[src/rtl/sf_pkg.sv]
package sf_pkg;
    typedef enum logic [1:0] {
        OP_READ  = 2'd0,
        OP_RFO   = 2'd1,
        OP_WBACK = 2'd2
    } req_op_e;

    typedef enum logic [1:0] {
        SRC_LLC  = 2'd0,
        SRC_CORE = 2'd1,
        SRC_MEM  = 2'd2
    } rsp_src_e;

    typedef enum logic [2:0] {
        ST_IDLE,
        ST_LOOKUP,
        ST_SNOOP,
        ST_EVICT,
        ST_EVICT_WB,
        ST_FILL,
        ST_DONE
    } sf_state_e;
endpackage

[src/rtl/sf_dir_array.sv]
module sf_dir_array #(
    parameter int SETS  = 8,
    parameter int TAG_W = 5,
    parameter int NC    = 4,
    localparam int IW   = $clog2(SETS)
) (
    input  logic             clk,
    input  logic             rst_n,
    input  logic [IW-1:0]    rd_idx,
    output logic             rd_valid,
    output logic             rd_dirty,
    output logic [TAG_W-1:0] rd_tag,
    output logic [NC-1:0]    rd_pres,
    input  logic             we,
    input  logic [IW-1:0]    wr_idx,
    input  logic             wr_valid,
    input  logic             wr_dirty,
    input  logic [TAG_W-1:0] wr_tag,
    input  logic [NC-1:0]    wr_pres
);
    logic             valid_q [SETS];
    logic             dirty_q [SETS];
    logic [TAG_W-1:0] tag_q   [SETS];
    logic [NC-1:0]    pres_q  [SETS];

    always_ff @(posedge clk or negedge rst_n) begin
        if (!rst_n) begin
            for (int i = 0; i < SETS; i++) begin
                valid_q[i] <= 1'b0;
                dirty_q[i] <= 1'b0;
                tag_q[i]   <= '0;
                pres_q[i]  <= '0;
            end
        end else if (we) begin
            valid_q[wr_idx] <= wr_valid;
            dirty_q[wr_idx] <= wr_dirty;
            tag_q[wr_idx]   <= wr_tag;
            pres_q[wr_idx]  <= wr_pres;
        end
    end

    assign rd_valid = valid_q[rd_idx];
    assign rd_dirty = dirty_q[rd_idx];
    assign rd_tag   = tag_q[rd_idx];
    assign rd_pres  = pres_q[rd_idx];
endmodule

[src/rtl/sf_snoop_decide.sv]
module sf_snoop_decide #(
    parameter int NC = 4
) (
    input  logic          is_rfo,
    input  logic [NC-1:0] req_bit,
    input  logic [NC-1:0] pres,
    output logic          need_snoop,
    output logic          snoop_inv,
    output logic [NC-1:0] snoop_mask
);
    logic [NC-1:0] others;
    logic          multi;

    always_comb begin
        others     = pres & ~req_bit;
        multi      = (pres & (pres - NC'(1))) != '0;
        snoop_mask = others;
        snoop_inv  = is_rfo;
        if (is_rfo) need_snoop = (others != '0);
        else        need_snoop = !multi && (others != '0);
    end
endmodule

[src/rtl/llc_snoop_filter.sv]
module llc_snoop_filter
    import sf_pkg::*;
#(
    parameter int N_CORES = 4,
    parameter int SETS    = 8,
    parameter int ADDR_W  = 8,
    localparam int CW     = $clog2(N_CORES),
    localparam int IW     = $clog2(SETS),
    localparam int TW     = ADDR_W - IW
) (
    input  logic               clk,
    input  logic               rst_n,
    input  logic               req_valid,
    output logic               req_ready,
    input  logic [CW-1:0]      req_core,
    input  logic [1:0]         req_op,
    input  logic [ADDR_W-1:0]  req_addr,
    output logic               snp_valid,
    output logic [N_CORES-1:0] snp_mask,
    output logic               snp_inv,
    input  logic               snp_ack_valid,
    input  logic [N_CORES-1:0] snp_ack_hit,
    input  logic [N_CORES-1:0] snp_ack_dirty,
    output logic               mem_req_valid,
    output logic               mem_req_we,
    output logic [ADDR_W-1:0]  mem_req_addr,
    input  logic               mem_rsp_valid,
    output logic               rsp_valid,
    output logic [CW-1:0]      rsp_core,
    output logic [1:0]         rsp_src
);
    sf_state_e          state_q, state_d;
    logic [CW-1:0]      core_q, core_d;
    req_op_e            op_q, op_d;
    logic [ADDR_W-1:0]  addr_q, addr_d;
    logic [N_CORES-1:0] tgt_q, tgt_d;
    logic               inv_q, inv_d;
    logic               vdirty_q, vdirty_d;
    logic [TW-1:0]      vtag_q, vtag_d;
    rsp_src_e           src_q, src_d;

    logic               rd_valid, rd_dirty;
    logic [TW-1:0]      rd_tag;
    logic [N_CORES-1:0] rd_pres;
    logic               dir_we, wr_valid, wr_dirty;
    logic [N_CORES-1:0] wr_pres;
    logic [TW-1:0]      wr_tag;

    logic [N_CORES-1:0] req_bit, dec_mask, ack_hit, ack_dirty;
    logic               dec_need, dec_inv, hit;
    logic [IW-1:0]      cur_idx;
    logic [TW-1:0]      cur_tag;

    assign cur_idx   = addr_q[IW-1:0];
    assign cur_tag   = addr_q[ADDR_W-1:IW];
    assign req_bit   = N_CORES'(1) << core_q;
    assign hit       = rd_valid && (rd_tag == cur_tag);
    assign ack_hit   = snp_ack_hit & tgt_q;
    assign ack_dirty = snp_ack_dirty & tgt_q;

    sf_dir_array #(.SETS(SETS), .TAG_W(TW), .NC(N_CORES)) dir_i (
        .clk(clk), .rst_n(rst_n), .rd_idx(cur_idx),
        .rd_valid(rd_valid), .rd_dirty(rd_dirty), .rd_tag(rd_tag), .rd_pres(rd_pres),
        .we(dir_we), .wr_idx(cur_idx), .wr_valid(wr_valid), .wr_dirty(wr_dirty),
        .wr_tag(wr_tag), .wr_pres(wr_pres)
    );

    sf_snoop_decide #(.NC(N_CORES)) dec_i (
        .is_rfo(op_q == OP_RFO), .req_bit(req_bit), .pres(rd_pres),
        .need_snoop(dec_need), .snoop_inv(dec_inv), .snoop_mask(dec_mask)
    );

    // next state, datapath and directory update
    always_comb begin
        state_d  = state_q;
        core_d   = core_q;
        op_d     = op_q;
        addr_d   = addr_q;
        tgt_d    = tgt_q;
        inv_d    = inv_q;
        vdirty_d = vdirty_q;
        vtag_d   = vtag_q;
        src_d    = src_q;
        dir_we   = 1'b0;
        wr_valid = rd_valid;
        wr_dirty = rd_dirty;
        wr_tag   = rd_tag;
        wr_pres  = rd_pres;
        unique case (state_q)
            ST_IDLE: if (req_valid) begin
                core_d  = req_core;
                op_d    = req_op_e'(req_op);
                addr_d  = req_addr;
                state_d = ST_LOOKUP;
            end
            ST_LOOKUP: begin
                if (op_q == OP_WBACK) begin
                    dir_we   = hit;
                    wr_pres  = rd_pres & ~req_bit;
                    wr_dirty = 1'b1;
                    src_d    = SRC_LLC;
                    state_d  = ST_DONE;
                end else if (hit) begin
                    if (dec_need) begin
                        tgt_d   = dec_mask;
                        inv_d   = dec_inv;
                        state_d = ST_SNOOP;
                    end else begin
                        dir_we  = 1'b1;
                        wr_pres = (op_q == OP_RFO) ? req_bit : (rd_pres | req_bit);
                        src_d   = SRC_LLC;
                        state_d = ST_DONE;
                    end
                end else begin
                    vtag_d   = rd_tag;
                    vdirty_d = rd_valid && rd_dirty;
                    tgt_d    = rd_pres;
                    inv_d    = 1'b1;
                    if (rd_valid && rd_pres != '0)  state_d = ST_EVICT;
                    else if (rd_valid && rd_dirty)  state_d = ST_EVICT_WB;
                    else                            state_d = ST_FILL;
                end
            end
            ST_SNOOP: if (snp_ack_valid) begin
                dir_we   = 1'b1;
                wr_pres  = inv_q ? req_bit : ((rd_pres & ~(tgt_q & ~ack_hit)) | req_bit);
                wr_dirty = rd_dirty | (ack_dirty != '0);
                src_d    = (ack_dirty != '0) ? SRC_CORE : SRC_LLC;
                state_d  = ST_DONE;
            end
            ST_EVICT: if (snp_ack_valid) begin
                vdirty_d = vdirty_q | (ack_dirty != '0);
                state_d  = (vdirty_q | (ack_dirty != '0)) ? ST_EVICT_WB : ST_FILL;
            end
            ST_EVICT_WB: if (mem_rsp_valid) state_d = ST_FILL;
            ST_FILL: if (mem_rsp_valid) begin
                dir_we   = 1'b1;
                wr_valid = 1'b1;
                wr_dirty = 1'b0;
                wr_tag   = cur_tag;
                wr_pres  = req_bit;
                src_d    = SRC_MEM;
                state_d  = ST_DONE;
            end
            ST_DONE: state_d = ST_IDLE;
            default: state_d = ST_IDLE;
        endcase
    end

    // state register
    always_ff @(posedge clk or negedge rst_n) begin
        if (!rst_n) begin
            state_q  <= ST_IDLE;
            core_q   <= '0;
            op_q     <= OP_READ;
            addr_q   <= '0;
            tgt_q    <= '0;
            inv_q    <= 1'b0;
            vdirty_q <= 1'b0;
            vtag_q   <= '0;
            src_q    <= SRC_LLC;
        end else begin
            state_q  <= state_d;
            core_q   <= core_d;
            op_q     <= op_d;
            addr_q   <= addr_d;
            tgt_q    <= tgt_d;
            inv_q    <= inv_d;
            vdirty_q <= vdirty_d;
            vtag_q   <= vtag_d;
            src_q    <= src_d;
        end
    end

    // outputs
    always_comb begin
        req_ready     = (state_q == ST_IDLE);
        snp_valid     = (state_q == ST_SNOOP) || (state_q == ST_EVICT);
        snp_mask      = tgt_q;
        snp_inv       = inv_q;
        mem_req_valid = (state_q == ST_EVICT_WB) || (state_q == ST_FILL);
        mem_req_we    = (state_q == ST_EVICT_WB);
        mem_req_addr  = (state_q == ST_EVICT_WB) ? {vtag_q, cur_idx} : addr_q;
        rsp_valid     = (state_q == ST_DONE);
        rsp_core      = core_q;
        rsp_src       = src_q;
    end

    p_snp_nonzero_r1: assert property (@(posedge clk) disable iff (!rst_n)
        snp_valid |-> (snp_mask != '0));
    p_snp_hold_r1: assert property (@(posedge clk) disable iff (!rst_n)
        (snp_valid && !snp_ack_valid) |=> (snp_valid && $stable(snp_mask) && $stable(snp_inv)));
    p_read_probe_single_r2: assert property (@(posedge clk) disable iff (!rst_n)
        (snp_valid && !snp_inv) |-> $onehot(snp_mask));
    p_no_self_probe_r4: assert property (@(posedge clk) disable iff (!rst_n)
        (state_q == ST_SNOOP) |-> ((snp_mask & req_bit) == '0));
    p_mem_hold_r7: assert property (@(posedge clk) disable iff (!rst_n)
        (mem_req_valid && !mem_rsp_valid) |=> (mem_req_valid && $stable(mem_req_addr)));
    p_rsp_pulse_r9: assert property (@(posedge clk) disable iff (!rst_n)
        rsp_valid |=> !rsp_valid);
    p_busy_after_accept_r9: assert property (@(posedge clk) disable iff (!rst_n)
        (req_valid && req_ready) |=> !req_ready);
    p_rsp_not_ready_r9: assert property (@(posedge clk) disable iff (!rst_n)
        rsp_valid |-> !req_ready);
endmodule

[config.mk]
export PLATFORM = sky130hd
export DESIGN_NAME = llc_snoop_filter
export DESIGN_NICKNAME = d
export VERILOG_FILES = /design/src/rtl/sf_pkg.sv /design/src/rtl/sf_dir_array.sv /design/src/rtl/sf_snoop_decide.sv /design/src/rtl/llc_snoop_filter.sv
export SDC_FILE = /design/constraint.sdc
export NUM_CORES = 1
export LEC_CHECK = 0
export CELL_PAD_IN_SITES_DETAIL_PLACEMENT = 0
export CELL_PAD_IN_SITES_GLOBAL_PLACEMENT = 1
export CORE_MARGIN = 8
export CORE_UTILIZATION = 25
export DETAILED_ROUTE_END_ITERATION = 8
export HOLD_SLACK_MARGIN = 0.15
export PLACE_DENSITY_LB_ADDON = 0.1
export REMOVE_ABC_BUFFERS = 1
export SLEW_MARGIN = 20
export SYNTH_ARGS = -nofsm -noshare
export SYNTH_HDL_FRONTEND = slang
export SYNTH_HIERARCHICAL = 1
export SYNTH_SLANG_ARGS = --single-unit
[constraint.sdc]
create_clock -name clk -period 4.2 [get_ports clk]
set_input_delay 0.42 -clock clk [delete_from_list [all_inputs] [get_ports clk]]
set_output_delay 0.42 -clock clk [all_outputs]
set_load 0.02 [all_outputs]
==> out/metrics.csv <==
metric,value,unit
cts_root_buf,clkbuf_16,
slew_headroom,37.61,%
synth_compound_area_share,6.331,%
cts.clk_slew.worst_paths,0.06,ns
yosysMostFrequentCell,mux2_2,
num_vias,3796,
syn_avg_cell_area,14.04,um2
drt-wirelength-per-cell,19.43,um
post_cts_resized,0,
finalHoldViolCount,0,
finalSetupViolCount,0,
yosys.area_share.simple,8.351,%
leakagePower,3.376,nW
globalplace.congestion,0.7437,
worst_slew_pin_slew,0.9358,ns
syn-instance-count,428,
ys_seq_area_share,48.31,%
final_util,31.74,%
cts_inserted_buffers,17,
crit_fanout,32,
synth_top_area_share,48.31,%
irDropWorstVdd,0.3422,mV
power_switching,2.054,mW
max_clock_freq,269.5,MHz
synth-edff-count,0,
post_synth_fa_ha_maj_area_fraction,0,%
period_share,88.33,%
p_sw_share,35.93,%
whs,0.1231,ns
worstSetupPathType,flip-flop to flip-flop,
drc_errors,0,
pwr-share-clk,24.6,%
ant_nets,0,
async_flop_share,100.0,%
first_global_vias,4032,
synthTopCellsByArea,"dfrtp_1 (48%), mux2_2 (23%), mux4_1 (9.6%)",
synth_seq_cells,116,
pwr-share-seq,32.5,%
clockBufferDepth,2,
rows,56,
diodes,0,
die_w,171.0,um
wl,15.96,mm
fin_nets,515,
synthesis.area,0.006008,mm2
initial_utilization,25.52,%
antenna_found_initial,0,
final_cells,821,
dr.pass1.iters,4,
min_path_type,input port to async pin,
slew_viol_final,0,
worstPathArrival,4.00,ns
dp_hpwl,11.29,mm
area_delta_synth_final,24.36,%
combPwrFrac,42.9,%
grt_use_total,11.46,%
grt_pass1_wl,25.12,mm
die_h,171.0,um
post_route_cells_drive_above_1_share,38.84,%
grt_max_degree,71,
viasPerCell,4.624,
end_kind,flip-flop,
yosys-top-cells-count,"mux2_2 (125), dfrtp_1 (116), mux4_1 (22), o21ai_0 (15), nor2_1 (12)",
cp-start-kind,flip-flop,
insertion_delay,0.41,ns
synth_top_area_cell,dfrtp_1,
synth_xor_area_share,1.104,%
cts_hold_buf,0,
muxShareOfSynthArea,33.05,%
placed_area,0.006902,mm2
io_pins,47,
drv_cap,0,
dp.cells,790,
rsz0062_at_grt,no,
finalInstanceArea,0.007472,mm2
drt_iter0_drc,188,
dp_slack,0.4808,ns
power,5.717,mW
power-per-cell-area,765.1,mW/mm2
status,completed,
finClkSkew,0.01152,ns
yosys_warnings,6,
cts-htree-levels,4,
core_area,0.02354,mm2
die_area,0.02925,mm2
synth_top_family_by_area,multiplexers,
min_period,3.710,ns
cts_sinks,116,
r2r_slack,0.49,ns
ys_types,58,
io_buffers,46,
cp.required,4.49,ns
synth-main-ff-cell,dfrtp_1,
setup_ws,0.4900,ns
grt-ovfl-total,0,
setup_tns,0,ns
cts_setup_buffers,0,
cts_tree,done,
p_int,3.663,mW
[final timing paths]
check,startpoint,to,cells after the start
setup / recovery,addr_q[0],dir_i/pres_q[14],11
hold / removal,rst_n,vtag_q[2],1
setup reg to reg,addr_q[0],dir_i/pres_q[14],11
hold reg to reg,dir_i/tag_q[23],dir_i/tag_q[23],1
max in group asynchronous,rst_n,dir_i/tag_q[32],2
min in group clk,dir_i/tag_q[23],dir_i/tag_q[23],1
[worst max-delay path, cell delays in order, from the launching register on]
cell and delay, ns:
dfrtp_1 0.37, buf_12 0.24, mux4_1 0.57, mux2_2 0.35
nor2b_4 0.16, nor4_2 0.25, nor2_1 0.11, or3_1 0.36
nor4_1 0.35, o21ai_0 0.15, o2bb2ai_1 0.31, mux2_2 0.35
[cells by family after synthesis]
family          Yosys count
simple gates             75
mux                     147
compound gates           55
flops                   116
buf+inv                  30
xor+xnor                  5
[sequential cells by signal, indices dropped and copies added (netlist names)]
name           cells
addr_q             8
dir_i/dirty_q      8
dir_i/pres_q      32
dir_i/tag_q       40
dir_i/valid_q      8
op_q               2
rsp_core           2
rsp_src            2
snp_inv            1
snp_mask           4
state_q            3
vdirty_q           1
vtag_q             5
[power by group through the flow]
stage | combinational (mW) | clock (mW) | sequential [mW]
finish | 2.45 | 1.41 | 1.86
global placement | 2.49 | 0 | 1.88
global route | 2.67 | 1.51 | 1.93
floorplan | 1.52 | 0 | 1.89
CTS | 2.50 | 1.47 | 1.87
detailed placement | 2.48 | 0 | 1.89
[cell usage in the layout (no fill, tap or decap), types with 3 or more instances in the layout]
master / instances
nor2b_1: 3
a21oi_1: 9
nand4b_1: 3
xnor2_2: 3
a22oi_1: 3
o31a_1: 3
nor3_1: 6
dfrtp_1: 116
clkbuf_16: 17
and4bb_2: 3
clkbuf_1: 4
o22ai_1: 5
o21ai_0: 15
nand2_1: 11
and2_1: 3
buf_4: 19
a31oi_1: 3
nand2b_1: 11
nor2b_4: 3
clkdlybuf4s50_1: 45
mux4_1: 22
mux2_2: 125
nor2_1: 12
inv_1: 6
[layout make-up]
| cell class | instances | area (um2) |
|---|---|---|
| Sequential cell | 116 | 2903 |
| Multi-Input combinational cell | 282 | 2940 |
| Fill cell | 2418 | 16070 |
| Timing Repair Buffer | 66 | 633.1 |
| Clock inverter | 8 | 102.6 |
| Clock buffer | 23 | 467.9 |
| Tap cell | 319 | 399.1 |
| Inverter | 7 | 26.28 |
[layer usage]
metal  part of all wire, %  wire [um]  vias up  GRT usage, %
li1                      -          -     1770             -
met1                    49       7842     1941         15.51
met2                    45       7257       70         17.56
met3                   4.0        637       15         2.927
met4                   1.4        217        0         3.819
met5                     0          0        -             0
Note: power is estimated with default switching activity, not from simulation.
